**src/rtl/conterm_pkg.sv**
```systemverilog
package conterm_pkg;

    localparam int WORD_W   = 16;
    localparam int CHAR_W   = 8;
    localparam int BIT_DONE = 7;
    localparam int BIT_IE   = 6;
    localparam int BIT_ERR  = 15;
    localparam int BIT_OVR  = 14;
    localparam int BIT_FRM  = 13;

    typedef enum logic [1:0] {
        SEL_RX_STAT = 2'd0,
        SEL_RX_DATA = 2'd1,
        SEL_TX_STAT = 2'd2,
        SEL_TX_DATA = 2'd3
    } reg_sel_t;

    typedef enum logic [1:0] {
        TX_IDLE,
        TX_SEND,
        TX_WAIT
    } tx_state_t;

    typedef enum logic [1:0] {
        CMD_CHAR,
        CMD_SWDONE,
        CMD_REBOOT,
        CMD_NOP
    } tx_cmd_t;

    typedef struct packed {
        logic              err;
        logic              ovr;
        logic              frm;
        logic [4:0]        zero;
        logic [CHAR_W-1:0] ch;
    } rx_word_t;

    function automatic tx_cmd_t decode_tx(input logic [WORD_W-1:0] w);
        tx_cmd_t k;
        if (w[11:8] == 4'h0) begin
            k = CMD_CHAR;
        end else if (w[11:8] == 4'hF) begin
            case (w[7:0])
                8'h01:   k = CMD_SWDONE;
                8'h02:   k = CMD_REBOOT;
                default: k = CMD_NOP;
            endcase
        end else begin
            k = CMD_NOP;
        end
        return k;
    endfunction

    function automatic logic [WORD_W-1:0] status_word(input logic done, input logic ie);
        logic [WORD_W-1:0] s;
        s = '0;
        s[BIT_DONE] = done;
        s[BIT_IE]   = ie;
        return s;
    endfunction

endpackage

```
**src/rtl/con_side_flags.sv**
```systemverilog
module con_side_flags #(
    parameter bit DONE_AT_RESET = 1'b0
) (
    input  logic clk,
    input  logic rst,
    input  logic wr_stat,
    input  logic wr_ie,
    input  logic set_done,
    input  logic clr_done,
    output logic done,
    output logic ie,
    output logic irq
);
    logic done_n, ie_n, irq_n;

    always_comb begin
        done_n = done;
        ie_n   = ie;
        irq_n  = irq;
        if (wr_stat) begin
            ie_n = wr_ie;
            if (!wr_ie)
                irq_n = 1'b0;
            else if (done && !ie)
                irq_n = 1'b1;
        end
        if (clr_done) begin
            done_n = 1'b0;
            irq_n  = 1'b0;
        end
        if (set_done) begin
            done_n = 1'b1;
            if (ie_n)
                irq_n = 1'b1;
        end
    end

    always_ff @(posedge clk) begin
        if (rst) begin
            done <= DONE_AT_RESET;
            ie   <= 1'b0;
            irq  <= 1'b0;
        end else begin
            done <= done_n;
            ie   <= ie_n;
            irq  <= irq_n;
        end
    end

    // a request never stands without completion and enable
    assert_irq_needs_done_ie_R3: assert property (@(posedge clk) disable iff (rst)
        irq |-> (done && ie));

    // a clear that no set overrides leaves flag and request low
    assert_clear_drops_done_R5: assert property (@(posedge clk) disable iff (rst)
        (clr_done && !set_done) |=> (!done && !irq));

    // completion with the enable on raises the request
    assert_set_raises_irq_R4: assert property (@(posedge clk) disable iff (rst)
        (set_done && !wr_stat && ie) |=> irq);

endmodule

```
**src/rtl/con_rx_buf.sv**
```systemverilog
module con_rx_buf
    import conterm_pkg::*;
(
    input  logic              clk,
    input  logic              rst,
    input  logic              rx_valid,
    input  logic [CHAR_W-1:0] rx_char,
    input  logic              rx_break,
    input  logic              done,
    input  logic              rd_clr,
    output logic [WORD_W-1:0] word
);
    rx_word_t buf_q;
    rx_word_t incoming;
    logic     overrun;

    assign overrun = done && !rd_clr;

    always_comb begin
        incoming      = '0;
        incoming.ovr  = overrun;
        incoming.frm  = rx_break;
        incoming.err  = rx_break || overrun;
        incoming.ch   = rx_break ? '0 : rx_char;
    end

    always_ff @(posedge clk) begin
        if (rst) begin
            buf_q <= '0;
        end else if (rx_valid) begin
            buf_q <= incoming;
        end else if (rd_clr) begin
            buf_q.err  <= 1'b0;
            buf_q.ovr  <= 1'b0;
            buf_q.frm  <= 1'b0;
            buf_q.zero <= '0;
        end
    end

    assign word = buf_q;

    // arrival on top of an unread character flags overrun
    assert_overrun_flag_R7: assert property (@(posedge clk) disable iff (rst)
        (rx_valid && done && !rd_clr) |=> (word[BIT_OVR] && word[BIT_ERR]));

    // a break loads error and framing with a zero character
    assert_break_word_R6: assert property (@(posedge clk) disable iff (rst)
        (rx_valid && rx_break) |=> (word[BIT_ERR] && word[BIT_FRM] && word[7:0] == 8'h00));

    // a read with no arrival leaves only the character
    assert_read_strips_errors_R5: assert property (@(posedge clk) disable iff (rst)
        (rd_clr && !rx_valid) |=> (word[15:8] == 8'h00 && $stable(word[7:0])));

endmodule

```
**src/rtl/con_tx_ctrl.sv**
```systemverilog
module con_tx_ctrl
    import conterm_pkg::*;
#(
    parameter int TX_DELAY = 64
) (
    input  logic              clk,
    input  logic              rst,
    input  logic              start,
    input  logic [WORD_W-1:0] wdata,
    input  logic              tx_ready,
    output logic              tx_valid,
    output logic [CHAR_W-1:0] tx_data,
    output logic              swdone_pulse,
    output logic              reboot_pulse,
    output logic              fin
);
    localparam int CNT_W = $clog2(TX_DELAY + 1);
    localparam logic [CNT_W-1:0] CNT_LOAD = CNT_W'(TX_DELAY);

    tx_state_t         state;
    logic [CNT_W-1:0]  cnt;
    tx_cmd_t           cmd;

    assign cmd = decode_tx(wdata);

    always_ff @(posedge clk) begin
        if (rst) begin
            state        <= TX_IDLE;
            cnt          <= '0;
            tx_data      <= '0;
            swdone_pulse <= 1'b0;
            reboot_pulse <= 1'b0;
        end else begin
            swdone_pulse <= 1'b0;
            reboot_pulse <= 1'b0;
            if (start) begin
                if (cmd == CMD_CHAR) begin
                    state   <= TX_SEND;
                    tx_data <= wdata[CHAR_W-1:0];
                end else begin
                    state        <= TX_WAIT;
                    cnt          <= CNT_LOAD;
                    swdone_pulse <= (cmd == CMD_SWDONE);
                    reboot_pulse <= (cmd == CMD_REBOOT);
                end
            end else begin
                case (state)
                    TX_SEND: begin
                        if (tx_ready) begin
                            state <= TX_WAIT;
                            cnt   <= CNT_LOAD;
                        end
                    end
                    TX_WAIT: begin
                        if (cnt == '0)
                            state <= TX_IDLE;
                        else
                            cnt <= cnt - 1'b1;
                    end
                    default: state <= TX_IDLE;
                endcase
            end
        end
    end

    assign tx_valid = (state == TX_SEND);
    assign fin      = (state == TX_WAIT) && (cnt == '0);

    // the offered character stays put until accepted
    assert_offer_held_R8: assert property (@(posedge clk) disable iff (rst)
        (tx_valid && !tx_ready && !start) |=> (tx_valid && $stable(tx_data)));

    // at most one command pulse at a time
    assert_pulses_exclusive_R9: assert property (@(posedge clk) disable iff (rst)
        $onehot0({swdone_pulse, reboot_pulse}));

    // a pulse lasts a single cycle unless a new command follows
    assert_pulse_single_R9: assert property (@(posedge clk) disable iff (rst)
        ((swdone_pulse || reboot_pulse) && !start) |=> !(swdone_pulse || reboot_pulse));

    // a command never offers a character
    assert_cmd_no_offer_R10: assert property (@(posedge clk) disable iff (rst)
        (start && wdata[11:8] != 4'h0) |=> !tx_valid);

endmodule

```
**src/rtl/con_term_port.sv**
```systemverilog
module con_term_port
    import conterm_pkg::*;
#(
    parameter int TX_DELAY = 64
) (
    input  logic        clk,
    input  logic        rst,
    input  logic [1:0]  reg_sel,
    input  logic        reg_wr,
    input  logic        reg_rd,
    input  logic [15:0] reg_wdata,
    output logic [15:0] reg_rdata,
    input  logic        rx_valid,
    input  logic [7:0]  rx_char,
    input  logic        rx_break,
    output logic        tx_valid,
    output logic [7:0]  tx_data,
    input  logic        tx_ready,
    output logic        swdone_pulse,
    output logic        reboot_pulse,
    output logic        rx_irq,
    output logic        tx_irq
);
    reg_sel_t          sel;
    logic              rx_stat_wr, tx_stat_wr, tx_data_wr, rx_data_rd;
    logic              rx_done, rx_ie, tx_done, tx_ie;
    logic              tx_fin;
    logic [WORD_W-1:0] rx_word;

    assign sel        = reg_sel_t'(reg_sel);
    assign rx_stat_wr = reg_wr && (sel == SEL_RX_STAT);
    assign tx_stat_wr = reg_wr && (sel == SEL_TX_STAT);
    assign tx_data_wr = reg_wr && (sel == SEL_TX_DATA);
    assign rx_data_rd = reg_rd && (sel == SEL_RX_DATA);

    con_side_flags #(.DONE_AT_RESET(1'b0)) u_rx_flags (
        .clk      (clk),
        .rst      (rst),
        .wr_stat  (rx_stat_wr),
        .wr_ie    (reg_wdata[BIT_IE]),
        .set_done (rx_valid),
        .clr_done (rx_data_rd),
        .done     (rx_done),
        .ie       (rx_ie),
        .irq      (rx_irq)
    );

    con_side_flags #(.DONE_AT_RESET(1'b1)) u_tx_flags (
        .clk      (clk),
        .rst      (rst),
        .wr_stat  (tx_stat_wr),
        .wr_ie    (reg_wdata[BIT_IE]),
        .set_done (tx_fin && !tx_data_wr),
        .clr_done (tx_data_wr),
        .done     (tx_done),
        .ie       (tx_ie),
        .irq      (tx_irq)
    );

    con_rx_buf u_rx_buf (
        .clk      (clk),
        .rst      (rst),
        .rx_valid (rx_valid),
        .rx_char  (rx_char),
        .rx_break (rx_break),
        .done     (rx_done),
        .rd_clr   (rx_data_rd),
        .word     (rx_word)
    );

    con_tx_ctrl #(.TX_DELAY(TX_DELAY)) u_tx_ctrl (
        .clk          (clk),
        .rst          (rst),
        .start        (tx_data_wr),
        .wdata        (reg_wdata),
        .tx_ready     (tx_ready),
        .tx_valid     (tx_valid),
        .tx_data      (tx_data),
        .swdone_pulse (swdone_pulse),
        .reboot_pulse (reboot_pulse),
        .fin          (tx_fin)
    );

    always_comb begin
        case (sel)
            SEL_RX_STAT: reg_rdata = status_word(rx_done, rx_ie);
            SEL_RX_DATA: reg_rdata = rx_word;
            SEL_TX_STAT: reg_rdata = status_word(tx_done, tx_ie);
            default:     reg_rdata = '0;
        endcase
    end

    // a character write drops transmit completion next cycle
    assert_txwrite_clears_R8: assert property (@(posedge clk) disable iff (rst)
        tx_data_wr |=> (!tx_done && !tx_irq));

    // an arrival always leaves receive completion set
    assert_arrival_sets_done_R11: assert property (@(posedge clk) disable iff (rst)
        rx_valid |=> rx_done);

endmodule

```
**config.mk**
```make
export PLATFORM = sky130hd
export DESIGN_NAME = con_term_port
export DESIGN_NICKNAME = d
export VERILOG_FILES = /design/src/rtl/conterm_pkg.sv /design/src/rtl/con_side_flags.sv /design/src/rtl/con_rx_buf.sv /design/src/rtl/con_tx_ctrl.sv /design/src/rtl/con_term_port.sv
export SDC_FILE = /design/constraint.sdc
export NUM_CORES = 1
export LEC_CHECK = 0
export ABC_AREA = 1
export BUFFER_PORTS_ARGS = -buffer_cell sky130_fd_sc_hd__buf_2
export CORE_MARGIN = 2
export CORE_UTILIZATION = 30
export DETAILED_ROUTE_END_ITERATION = 7
export HOLD_SLACK_MARGIN = 0.08
export PLACE_DENSITY = 0.57
export SETUP_SLACK_MARGIN = 0.5
export SYNTH_ARGS = -nofsm -noshare
export SYNTH_HDL_FRONTEND = slang
export SYNTH_SLANG_ARGS = --single-unit
export TNS_END_PERCENT = 100
```
**constraint.sdc**
```tcl
create_clock -name clk -period 2 [get_ports clk]
set_input_delay 0.1 -clock clk [delete_from_list [all_inputs] [get_ports clk]]
set_output_delay 0.1 -clock clk [all_outputs]
set_load 0.01 [all_outputs]
```
==> impl_metrics.py <==
metrics = {
    "cts": {
        "clock_sinks": 36,
        "clkTransAtPathRegs_ns": 0.07,
        "cts_buffer_depth": 2,
        "clockRootBuffer": "clkbuf_8",
        "cts_tree": "done",
        "htreeDepth": 2,
        "clkLatencyLatePin_ns": 0.29,
        "cts_made_buffers": 5,
    },
    "drt": {
        "wl_per_cell_um": 10.42,
        "routed_wl_um": 4159,
        "vias": 1735,
        "initialDrtViolationCount": 73,
        "drtPass1Iterations": 4,
        "viasPerCell": 4.348,
        "ant_nets": 0,
        "drc": 0,
    },
    "grt": {
        "antenna_found_initial": 0,
        "overflow": 0,
        "grt_pass1_wl_um": 7224,
        "grt_pass1_vias": 1661,
        "grt_max_degree": 19,
        "grt_usage": 0.1397,
    },
    "die": {
        "std_cell_rows": 28,
        "die_area_sq_mm": 0.006654,
        "core_sq_mm": 0.005851,
        "die_w_um": 81.58,
        "ios": 62,
        "start_util": 0.3086,
        "fp.dieH_um": 81.58,
    },
    "synthesis": {
        "synth-xor-area-share": 0.004851,
        "synthMuxAreaShare": 0,
        "syn_area_sq_mm": 0.001805,
        "yosysTopAreaCell": "dfxtp_1",
        "synth_cell_type_count": 35,
        "netlist.area_leader.share": 0.3992,
        "synth_compound_area_frac": 0.1164,
        "synth_top_family_by_area": "simple AND/OR/NAND/NOR gates",
        "yosys_warnings": 0,
        "synthTopCellsByArea": "dfxtp_1 40%, nand2_1 13%, nor2_1 8.9%",
        "syn_avg_cell_area_sq_um": 6.918,
        "yosysSeqAreaShare": 0.3992,
        "ys_ff_latch": 36,
        "yosys.area_share.adder": 0.006930,
        "yosys.area_share.simple": 0.3437,
        "syn_inst": 261,
    },
    "sta": {
        "setup_viol": 0,
        "period_share": 0.6709,
        "hold_viol": 0,
        "skew_ns": 0.007879,
        "timing.fmax_ghz": 0.7453,
        "final.setup.tns_ns": 0,
        "layout_min_cycle_time_ns": 1.342,
        "slew_violations": 0,
        "rsz0062_at_grt": "no",
    },
    "setup_path": {
        "path_class": "register to register",
        "critPathArrivalTime_ns": 1.53,
        "r2r_start": "u_tx_ctrl.cnt[1]",
        "critPathMaxStageDelay_ns": 0.36,
        "startpoint_type": "register",
        "rr_worst_depth": 10,
        "cp-startpoint": "u_tx_ctrl.cnt[1]",
        "critPathBufInv": 1,
        "crit_family": "simple AND/OR/NAND/NOR gates",
        "cpMaxStageDelayCell": "dfxtp_1",
        "end_kind": "register",
        "critical_path.cell_chain": "inv_1, ha_2, nand2_2, nor2_4, nand2_8, nand2_4, nor2_8, nand2_1, nand2_1, nor2_1",
        "required_ns": 2.19,
        "critical_path.most_common_cell": "nand2_1",
        "cp_max_fo": 8,
        "critical_path_depth": 10,
    },
    "hold_path": {
        "hp-class": "input pin to register",
        "worst_hold_startpoint": "reg_wdata[4]",
        "holdPathStages": 3,
    },
    "cells_and_area": {
        "area_growth_pct": 28.00,
        "antenna_cells": 0,
        "drive_gt1_frac": 0.2531,
        "fin_cells": 399,
        "nets": 358,
        "mostFrequentLayoutCell": "nand2_1",
        "fillers": 616,
        "final_cell_mix": "61 x nand2_1, 52 x buf_2, 42 x nor2_1",
    },
    "power": {
        "switching_share": 0.2786,
        "vdd_drop_max_uv": 400.9,
        "seqPwrFrac": 0.473,
        "p_int_mw": 1.176,
        "p_per_area_mw_per_mm2": 705.7,
        "pwr-share-clk": 0.343,
        "combPwrFrac": 0.184,
        "leakagePower_nw": 1.087,
        "p_switching_uw": 454.4,
    },
    "placement": {
        "dp_cells": 382,
        "gp_congestion": 0.8068,
        "dp_hpwl_um": 3031,
        "port_buffers": 52,
    },
    "run_status": {
        "outcome": "finished, final reports clean",
    },
    "job": {
        "drv_cap": 0,
    },
}
==> power groups by stage <==
stage,registers [mW],clock network [mW],logic (mW)
finish,0.772,0.559,0.300
global route,0.776,0.603,0.351
floorplan,0.785,0,0.210
global placement,0.788,0,0.282
detailed placement,0.788,0,0.282
CTS,0.772,0.580,0.298
==> per-stage QoR <==
| stage | hold slack [ns] | area, sq um | total power [mW] | utilization | setup slack (ns) |
|---|---|---|---|---|---|
| 2_1_floorplan | 0.2127 | 1821 | 0.9952 | - | 0.7254 |
| 3_3_place_gp | 0.3541 | 2106 | 1.070 | 0.3599 | 0.5970 |
| 3_5_place_dp | 0.3551 | 2106 | 1.070 | 0.3599 | 0.5832 |
| 4_1_cts | 0.08166 | 2302 | 1.650 | 0.3935 | 0.5671 |
| 5_1_grt | 0.1002 | 2311 | 1.730 | 0.3950 | 0.5222 |
| 6_report | 0.08578 | 2311 | 1.631 | 0.3950 | 0.6582 |
==> metal layers <==
layer / track usage / vias to the layer above / share of wire
met2: 0.2393 / 42 / 0.47
met4: 0.05000 / 0 / 0.012
met3: 0.04615 / 4 / 0.057
met5: 0 / - / 0
met1: 0.1627 / 760 / 0.46
li1: - / 929 / -
==> cells in the mapped netlist, drive strengths merged <==
| cell | n |
|---|---|
| nor3 | 4 |
| nand2 | 66 |
| dfxtp | 36 |
| nand4 | 3 |
| nor2 | 47 |
| clkbuf | 2 |
| o211ai | 4 |
| inv | 39 |
| o22ai | 1 |
| o221ai | 1 |
| a21oi | 17 |
| xor2 | 1 |
| nand3 | 11 |
| o21ai | 12 |
| clkinv | 1 |
| buf | 9 |
| a31oi | 2 |
| nor4 | 2 |
| ha | 1 |
| o21bai | 1 |
| conb | 1 |
==> tightest hold or removal path, delay by kind of cell <==
kind                   cells  cell delay [ns]
buffers and inverters      1             0.08
and+or+nand+nor            1             0.08
AOI/OAI and AO/OA          1             0.07
==> path summary, 6_finish.rpt <==
path | end | slack (ns)
hold reg to reg | u_rx_buf.word[14] | 0.47
setup reg to reg | u_tx_ctrl.cnt[4] | 0.66
setup / recovery | u_tx_ctrl.cnt[4] | 0.66
hold / removal | u_tx_ctrl.tx_data[4] | 0.09
==> cell families after synthesis <==
group,count (synthesis)
other cells,1
fa+ha+maj,1
compound gates,38
simple gates,133
xor+xnor,1
flops,36
buf+inv,51
==> timing repair <==
| item | 4_1_cts | 5_1_grt |
|---|---|---|
| hold buffers | 10 | 0 |
| setup endpoints to repair | 0 | 10 |
| resized for setup | 0 | 5 |
| endpoints found under the hold margin | 10 | 0 |
| buffers inserted | 0 | 0 |
==> flip-flops by register name, indices dropped and copies added, names as in the netlist <==
| name | flops |
|---|---|
| u_rx_buf.word | 11 |
| u_tx_ctrl.tx_data | 8 |
| u_tx_ctrl.cnt | 7 |
| u_tx_ctrl.state | 2 |
| u_rx_flags.done | 1 |
| u_rx_flags.ie | 1 |
| u_rx_flags.irq | 1 |
| u_tx_ctrl.reboot_pulse | 1 |
| u_tx_ctrl.swdone_pulse | 1 |
| u_tx_flags.done | 1 |
| u_tx_flags.ie | 1 |
| u_tx_flags.irq | 1 |
==> cell type report <==
type                    instances  area [sq um]  area share
flip-flops and latches         36         721.9      0.3124
clock buffers                   7         96.34     0.04169
well taps                      75         93.84     0.04061
multi-input cells             178         878.3      0.3801
inverters                      40         152.6     0.06605
repair buffers                 63         367.9      0.1592
No activity file was read; power rests on OpenSTA's default activity.
